$ cat src/rtl/txn_disp_pkg.sv
package txn_disp_pkg;

    localparam int unsigned NUM_CLS = 5;
    localparam int unsigned CLS_W   = 3;

    typedef enum logic [CLS_W-1:0] {
        CLS_POSTED = 3'd0,
        CLS_RDREQ  = 3'd1,
        CLS_CFGWR  = 3'd2,
        CLS_RDCPL  = 3'd3,
        CLS_WRCPL  = 3'd4
    } txn_cls_e;

    // Returns 1 when a transaction of class 'younger' may be issued ahead of
    // an older pending transaction of class 'older'.
    function automatic logic may_overtake(input int unsigned younger, input int unsigned older);
        logic ok;
        ok = 1'b1;
        if (older == int'(CLS_POSTED)) begin
            ok = 1'b0;
        end else if ((younger == int'(CLS_RDREQ) || younger == int'(CLS_CFGWR)) &&
                     (older == int'(CLS_RDREQ) || older == int'(CLS_CFGWR))) begin
            ok = 1'b0;
        end
        return ok;
    endfunction

endpackage

$ cat src/rtl/txn_cls_fifo.sv
module txn_cls_fifo #(
    parameter int unsigned DEPTH   = 4,
    parameter int unsigned TAG_W   = 8,
    parameter int unsigned STAMP_W = 6
) (
    input  logic               clk,
    input  logic               rst_n,
    input  logic               push,
    input  logic [TAG_W-1:0]   push_tag,
    input  logic [STAMP_W-1:0] push_stamp,
    input  logic               pop,
    output logic               head_valid,
    output logic [TAG_W-1:0]   head_tag,
    output logic [STAMP_W-1:0] head_stamp,
    output logic               full
);

    localparam int unsigned PTR_W = (DEPTH > 1) ? $clog2(DEPTH) : 1;
    localparam int unsigned CNT_W = $clog2(DEPTH + 1);

    typedef struct packed {
        logic [DEPTH-1:0][TAG_W-1:0]   tag;
        logic [DEPTH-1:0][STAMP_W-1:0] stamp;
        logic [PTR_W-1:0]              rd;
        logic [PTR_W-1:0]              wr;
        logic [CNT_W-1:0]              cnt;
    } fifo_st_t;

    fifo_st_t st_d, st_q;

    function automatic logic [PTR_W-1:0] ptr_inc(input logic [PTR_W-1:0] p);
        return (p == PTR_W'(DEPTH - 1)) ? '0 : p + 1'b1;
    endfunction

    always_comb begin
        st_d = st_q;
        if (push) begin
            st_d.tag[st_q.wr]   = push_tag;
            st_d.stamp[st_q.wr] = push_stamp;
            st_d.wr             = ptr_inc(st_q.wr);
        end
        if (pop) begin
            st_d.rd = ptr_inc(st_q.rd);
        end
        st_d.cnt = st_q.cnt + CNT_W'(push) - CNT_W'(pop);
    end

    always_ff @(posedge clk) begin
        if (!rst_n) begin
            st_q <= '0;
        end else begin
            st_q <= st_d;
        end
    end

    assign head_valid = (st_q.cnt != '0);
    assign head_tag   = st_q.tag[st_q.rd];
    assign head_stamp = st_q.stamp[st_q.rd];
    assign full       = (st_q.cnt == CNT_W'(DEPTH));

endmodule

$ cat src/rtl/txn_pass_arb.sv
module txn_pass_arb
    import txn_disp_pkg::*;
#(
    parameter int unsigned STAMP_W = 6
) (
    input  logic [NUM_CLS-1:0]              head_valid,
    input  logic [NUM_CLS-1:0][STAMP_W-1:0] head_stamp,
    input  logic [NUM_CLS-1:0]              blocked,
    output logic [NUM_CLS-1:0]              grant,
    output logic [NUM_CLS-1:0]              oldest
);

    // a is older than b when b - a is nonzero and in the lower half of the ring
    function automatic logic older_than(input logic [STAMP_W-1:0] a, input logic [STAMP_W-1:0] b);
        logic [STAMP_W-1:0] diff;
        diff = b - a;
        return (diff != '0) && !diff[STAMP_W-1];
    endfunction

    logic [NUM_CLS-1:0] eligible;

    for (genvar c = 0; c < NUM_CLS; c++) begin : g_elig
        always_comb begin
            logic ok_v;
            logic top_v;
            ok_v  = head_valid[c] && !blocked[c];
            top_v = head_valid[c];
            for (int k = 0; k < NUM_CLS; k++) begin
                if (k != c && head_valid[k] && older_than(head_stamp[k], head_stamp[c])) begin
                    top_v = 1'b0;
                    if (!may_overtake(c, k)) begin
                        ok_v = 1'b0;
                    end
                end
            end
            eligible[c] = ok_v;
            oldest[c]   = top_v;
        end
    end

    for (genvar c = 0; c < NUM_CLS; c++) begin : g_grant
        always_comb begin
            logic win_v;
            win_v = eligible[c];
            for (int k = 0; k < NUM_CLS; k++) begin
                if (k != c && eligible[k] && older_than(head_stamp[k], head_stamp[c])) begin
                    win_v = 1'b0;
                end
            end
            grant[c] = win_v;
        end
    end

endmodule

$ cat src/rtl/txn_order_dispatch.sv
module txn_order_dispatch
    import txn_disp_pkg::*;
#(
    parameter int unsigned DEPTH   = 4,
    parameter int unsigned TAG_W   = 8,
    parameter int unsigned STAMP_W = $clog2(NUM_CLS * DEPTH) + 1
) (
    input  logic             clk,
    input  logic             rst_n,
    input  logic             enq_valid,
    output logic             enq_ready,
    input  logic [CLS_W-1:0] enq_class,
    input  logic [TAG_W-1:0] enq_tag,
    output logic             iss_valid,
    input  logic             iss_ready,
    output logic [CLS_W-1:0] iss_class,
    output logic [TAG_W-1:0] iss_tag,
    input  logic [NUM_CLS-1:0] dest_stall
);

    localparam logic [STAMP_W-1:0] SPAN_LIMIT = STAMP_W'((2 ** (STAMP_W - 1)) - 1);

    typedef struct packed {
        logic [STAMP_W-1:0] stamp;
    } disp_st_t;

    disp_st_t st_d, st_q;

    logic [NUM_CLS-1:0]              push;
    logic [NUM_CLS-1:0]              pop;
    logic [NUM_CLS-1:0]              head_valid;
    logic [NUM_CLS-1:0][TAG_W-1:0]   head_tag;
    logic [NUM_CLS-1:0][STAMP_W-1:0] head_stamp;
    logic [NUM_CLS-1:0]              full;
    logic [NUM_CLS-1:0]              grant;
    logic [NUM_CLS-1:0]              oldest;

    logic               class_legal;
    logic               class_full;
    logic               window_ok;
    logic [STAMP_W-1:0] oldest_stamp;
    logic [STAMP_W-1:0] span;

    for (genvar c = 0; c < NUM_CLS; c++) begin : g_queue
        txn_cls_fifo #(
            .DEPTH   (DEPTH),
            .TAG_W   (TAG_W),
            .STAMP_W (STAMP_W)
        ) i_fifo (
            .clk        (clk),
            .rst_n      (rst_n),
            .push       (push[c]),
            .push_tag   (enq_tag),
            .push_stamp (st_q.stamp),
            .pop        (pop[c]),
            .head_valid (head_valid[c]),
            .head_tag   (head_tag[c]),
            .head_stamp (head_stamp[c]),
            .full       (full[c])
        );
    end

    txn_pass_arb #(
        .STAMP_W (STAMP_W)
    ) i_arb (
        .head_valid (head_valid),
        .head_stamp (head_stamp),
        .blocked    (dest_stall),
        .grant      (grant),
        .oldest     (oldest)
    );

    // Enqueue side: class decode, full check, stamp window
    always_comb begin
        class_legal  = 1'b0;
        class_full   = 1'b0;
        oldest_stamp = '0;
        for (int c = 0; c < NUM_CLS; c++) begin
            if (enq_class == CLS_W'(c)) begin
                class_legal = 1'b1;
                class_full  = full[c];
            end
            if (oldest[c]) begin
                oldest_stamp = oldest_stamp | head_stamp[c];
            end
        end
        span      = st_q.stamp - oldest_stamp;
        window_ok = (head_valid == '0) || (span < SPAN_LIMIT);
        enq_ready = class_legal && !class_full && window_ok;
        for (int c = 0; c < NUM_CLS; c++) begin
            push[c] = enq_valid && enq_ready && (enq_class == CLS_W'(c));
        end
    end

    // Issue side: one-hot grant selects class and tag
    always_comb begin
        iss_valid = |grant;
        iss_class = '0;
        iss_tag   = '0;
        for (int c = 0; c < NUM_CLS; c++) begin
            pop[c] = grant[c] && iss_ready;
            if (grant[c]) begin
                iss_class = CLS_W'(c);
                iss_tag   = head_tag[c];
            end
        end
    end

    always_comb begin
        st_d       = st_q;
        st_d.stamp = st_q.stamp + STAMP_W'(|push);
    end

    always_ff @(posedge clk) begin
        if (!rst_n) begin
            st_q <= '0;
        end else begin
            st_q <= st_d;
        end
    end

endmodule

$ cat config.mk
export PLATFORM = sky130hd
export DESIGN_NAME = txn_order_dispatch
export DESIGN_NICKNAME = d
export VERILOG_FILES = /design/src/rtl/txn_disp_pkg.sv /design/src/rtl/txn_cls_fifo.sv /design/src/rtl/txn_pass_arb.sv /design/src/rtl/txn_order_dispatch.sv
export SDC_FILE = /design/constraint.sdc
export NUM_CORES = 1
export LEC_CHECK = 0
export ABC_AREA = 1
export BUFFER_PORTS_ARGS = -buffer_cell sky130_fd_sc_hd__buf_2
export CORE_ASPECT_RATIO = 0.7
export CORE_UTILIZATION = 55
export DETAILED_ROUTE_END_ITERATION = 8
export PLACE_DENSITY_LB_ADDON = 0.12
export SYNTH_ARGS = -nofsm -noshare
export SYNTH_HDL_FRONTEND = slang
export SYNTH_SLANG_ARGS = --single-unit
$ cat constraint.sdc
create_clock -name clk -period 8.45 [get_ports clk]
set_input_delay 0 -clock clk [delete_from_list [all_inputs] [get_ports clk]]
set_output_delay 0 -clock clk [all_outputs]
set_load 0.01 [all_outputs]
==> key figures <==
Timing
  – RSZ-0062 raised after global routing: false
  – Hold Fails Final Rpt: 0
  – TNS Setup: 0 ps
  – Fmax achieved: 138 MHz
  – Final Max Tran Viols: 0
  – Worst rel slew slack: 17.9%
  – Final setup fails: 0
  – Clock Skews: 9.29 ps
  – Final worst-path cycle share: between 80% and 90%
  – Slew @ Worst Pin: between 1000 and 1500 ps
  – Tmin final: ~7200 ps
  – Hold_ws: 61.6 ps

Global routing
  – Vias in the first global route: 19,600
  – First-pass GRT wire length: roughly 110 mm
  – Overflow after GRT: 0
  – Tot GR Track Use: 36.0%
  – Initial antenna violation count: 2
  – Pin count of the biggest net entering global routing: 145

Worst setup path
  – Worst R2R Setup Slack: 1210 ps
  – R2R Path End: g_queue[1].i_fifo.st_q[2]
  – Worst path max stage delay: 650 ps
  – Worst reg2reg path startpoint: g_queue[2].i_fifo.st_q[6]
  – Critical path class: flip-flop to flip-flop
  – Origin of the worst setup path: g_queue[2].i_fifo.st_q[6]
  – R2R depth: 36
  – Setup crit end kind: flip-flop
  – CP Max Fanout: 21
  – CP endpoint: g_queue[1].i_fifo.st_q[2]
  – CP most frequent cell: nand2_1
  – Crit path DAT: 7730 ps
  – Slowest CP cell: dfxtp_1
  – Startpoint Class: flip-flop
  – Worst endpoint required time: 8940 ps

Power
  – Cell-internal power: 4.29 mW
  – Logic pwr share: 63.8%
  – Clock share of power: 17.3%
  – PD cells: slightly below 400 mW/mm²
  – Switching part of the total: 51.5%
  – Leak: about 11 nW
  – Net Sw Power: 4.55 mW
  – Sequential share of power: approximately a fifth
  – VDD IR max: roughly 0.28 mV

Route
  – Number of DRC markers in iteration 0: 2,682
  – DRT Pass-1 Iters: 6
  – Final WL: 72.8 mm
  – DRC viols: 0
  – Via count: between 20,000 and 25,000
  – Routed Antenna Nets: 0
  – DR vias/cell: 5.75
  – DR WL/cell: between 15 and 20 µm

Logic synthesis
  – Register bit total from synthesis: between 300 and 400
  – Ys flop type: dfxtp_1
  – Mapped Cells: 3,370
  – Count of different cell masters after synthesis: 50
  – EDFF count, synth: 0
  – Yosys warning total: 0
  – Ys async rst share: 0%
  – Post-Syn Area: roughly 0.021 mm²
  – Syn nets: 3,548
  – Mapped Avg Cell Area: 6.31 µm²
  – Register area share after synthesis: 30.2%

Cells and area
  – Layout cell share with drive strength beyond 1: 6.93%
  – Layout fillers: 3,534
  – Fin nets: about 3,500
  – Finished Layout Cells: 3,821
  – Final instance area: 0.0228 mm²
  – Most frequent cells in the layout: nand2_1 (800), nor2_1 (761), nand3_1 (423), dfxtp_1 (321), inv_1 (263)
  – N_diodes: 0
  – Commonest non-fill, non-tap cell in the layout: nand2_1
  – Area Growth Syn to Fin: 7.29%

Floorplanning
  – Core Region: 0.0376 mm²
  – Row count: 59
  – Die Y: 166 µm
  – Initial Utilization: between 50% and 60%
  – I/O Pins: 33
  – Die Span X: 237 µm
  – Die Area: 0.0394 mm²

CTS
  – Clock transition at path regs: 70 ps
  – PostCTS Resize Cnt: 0
  – Root Driver: clkbuf_16
  – CTS tree: built
  – Clock buffer count from CTS: 30
  – H-Tree Depth: 1
  – CTS Sinks: ~320
  – Worst skew pair latency: 570 ps
  – Clk buf depth: 3

Worst hold path
  – Hold crit path type: input pin to flip-flop

Place
  – PortBufs: 32
  – Routability congestion estimate: 1.11
  – Inst Count DP: approximately 3,800
  – Post-DP HPWL: just over 50 mm
  – Placement Cell Area: roughly 0.022 mm²

Run
  – # Max-Cap Violations: 0

Outcome
  – Outcome: finished clean
[cell usage after synthesis (3+ instances only)]
cell type	n	area (µm²)
inv_1	263	987
a32oi_1	25	219
fa_1	16	320
nand3_2	3	30.0
nor3b_1	3	22.5
a21oi_1	102	510
o21ai_0	111	556
o21bai_1	5	37.5
buf_4	5	37.5
ha_1	142	1780
buf_1	28	105
nor2_2	23	144
xor2_1	16	140
nand3_1	423	2120
clkbuf_1	90	338
buf_2	57	285
nand4_1	18	113
nor2_4	5	56.3
or2_2	4	25.0
a221oi_1	5	43.8
nand2_1	800	3000
inv_2	10	37.5
nor3_1	12	60.1
o21ai_1	9	45.0
dfxtp_1	321	6430
o221ai_1	5	43.8
o22ai_1	40	250
a41oi_1	3	26.3
buf_6	19	214
nand3b_1	7	52.6
nand2_2	11	68.8
a21oi_2	4	35.0
nor2_1	761	2860
nand4_4	5	106
[through the flow]
step | utilization (%) | setup WS, ps | power [mW]
2_1_floorplan | - | 2080 | 5.56
3_3_place_gp | 57.7 | 1540 | 7.03
3_5_place_dp | 57.7 | 1410 | 7.10
4_1_cts | 60.7 | 1370 | 8.63
5_1_grt | 60.7 | 723 | 9.50
6_report | 60.7 | 1210 | 8.83
[timing repair]
action                                 4_1_cts  5_1_grt
endpoints found under the hold margin        2        0
hold buffers                                 1        0
setup endpoints to repair                    0        0
setup buffers                                0        0
[how the worst min path moves through the flow]
| stage | start | end | slack (ps) | depth (start not counted) |
|---|---|---|---|---|
| 2_1_floorplan | iss_ready | g_queue[0].i_fifo.st_q[5] | 240 | 2 |
| 3_3_place_gp | g_queue[1].i_fifo.st_q[53] | g_queue[1].i_fifo.st_q[53] | 460 | 2 |
| 3_5_place_dp | g_queue[3].i_fifo.st_q[44] | g_queue[3].i_fifo.st_q[44] | 470 | 2 |
| 4_1_cts | enq_class[0] | g_queue[2].i_fifo.st_q[4] | 40 | 6 |
| 5_1_grt | enq_class[0] | g_queue[2].i_fifo.st_q[4] | 80 | 6 |
| 6_report | enq_class[0] | g_queue[2].i_fifo.st_q[4] | 60 | 6 |
[state kept, by name, indices dropped and copies added (netlist names)]
signal	cells
g_queue.i_fifo.st_q	315
st_q	6
[final cells by class]
type                    instances  area [µm²]  area share, %
clock inverters                18         253           1.11
repair buffers                107         810           3.55
clock buffers                  38         862           3.78
flip-flops and latches        321        6430           28.2
well taps                     488         611           2.68
inverters                     275        1030           4.53
multi-input cells            2574       12800           56.2
[critical path, delay by kind of cell (launching register included)]
| kind | cells | cell delay, ps |
|---|---|---|
| compound gates | 7 | 1520 |
| fa+ha+maj | 5 | 1630 |
| buf+inv | 4 | 1130 |
| xor+xnor | 1 | 190 |
| flops | 1 | 650 |
| simple gates | 19 | 2010 |
[power by group through the flow]
stage | Sequential [mW] | Clock [mW] | Combinational [mW]
after floorplan | 1.66 | 0 | 3.90
after detailed placement | 1.70 | 0 | 5.40
after CTS | 1.66 | 1.54 | 5.43
final | 1.67 | 1.53 | 5.64
after global routing | 1.67 | 1.60 | 6.23
after global placement | 1.69 | 0 | 5.33
[layer usage]
layer / share of wire [%] / GRT usage [%] / vias up
met5: 0.063 / 0 / -
met4: 2.7 / 9.66 / 4
met3: 12 / 9.30 / 124
met2: 40 / 51.5 / 1086
met1: 46 / 53.0 / 10100
li1: - / - / 10600
[logic make-up (layout without fill, tap and decap cells)]
logic type	after synthesis	after routing	synth area share, %
DFF	321	321	30.2
xor gates and xnor gates	17	17	0.701
AOI/OAI and AO/OA	318	318	8.65
buffers and inverters	475	438	9.49
and+or+nand+nor	2081	2081	41.1
adders and majority gates	158	158	9.87
Power figures use the tool's default switching activity.
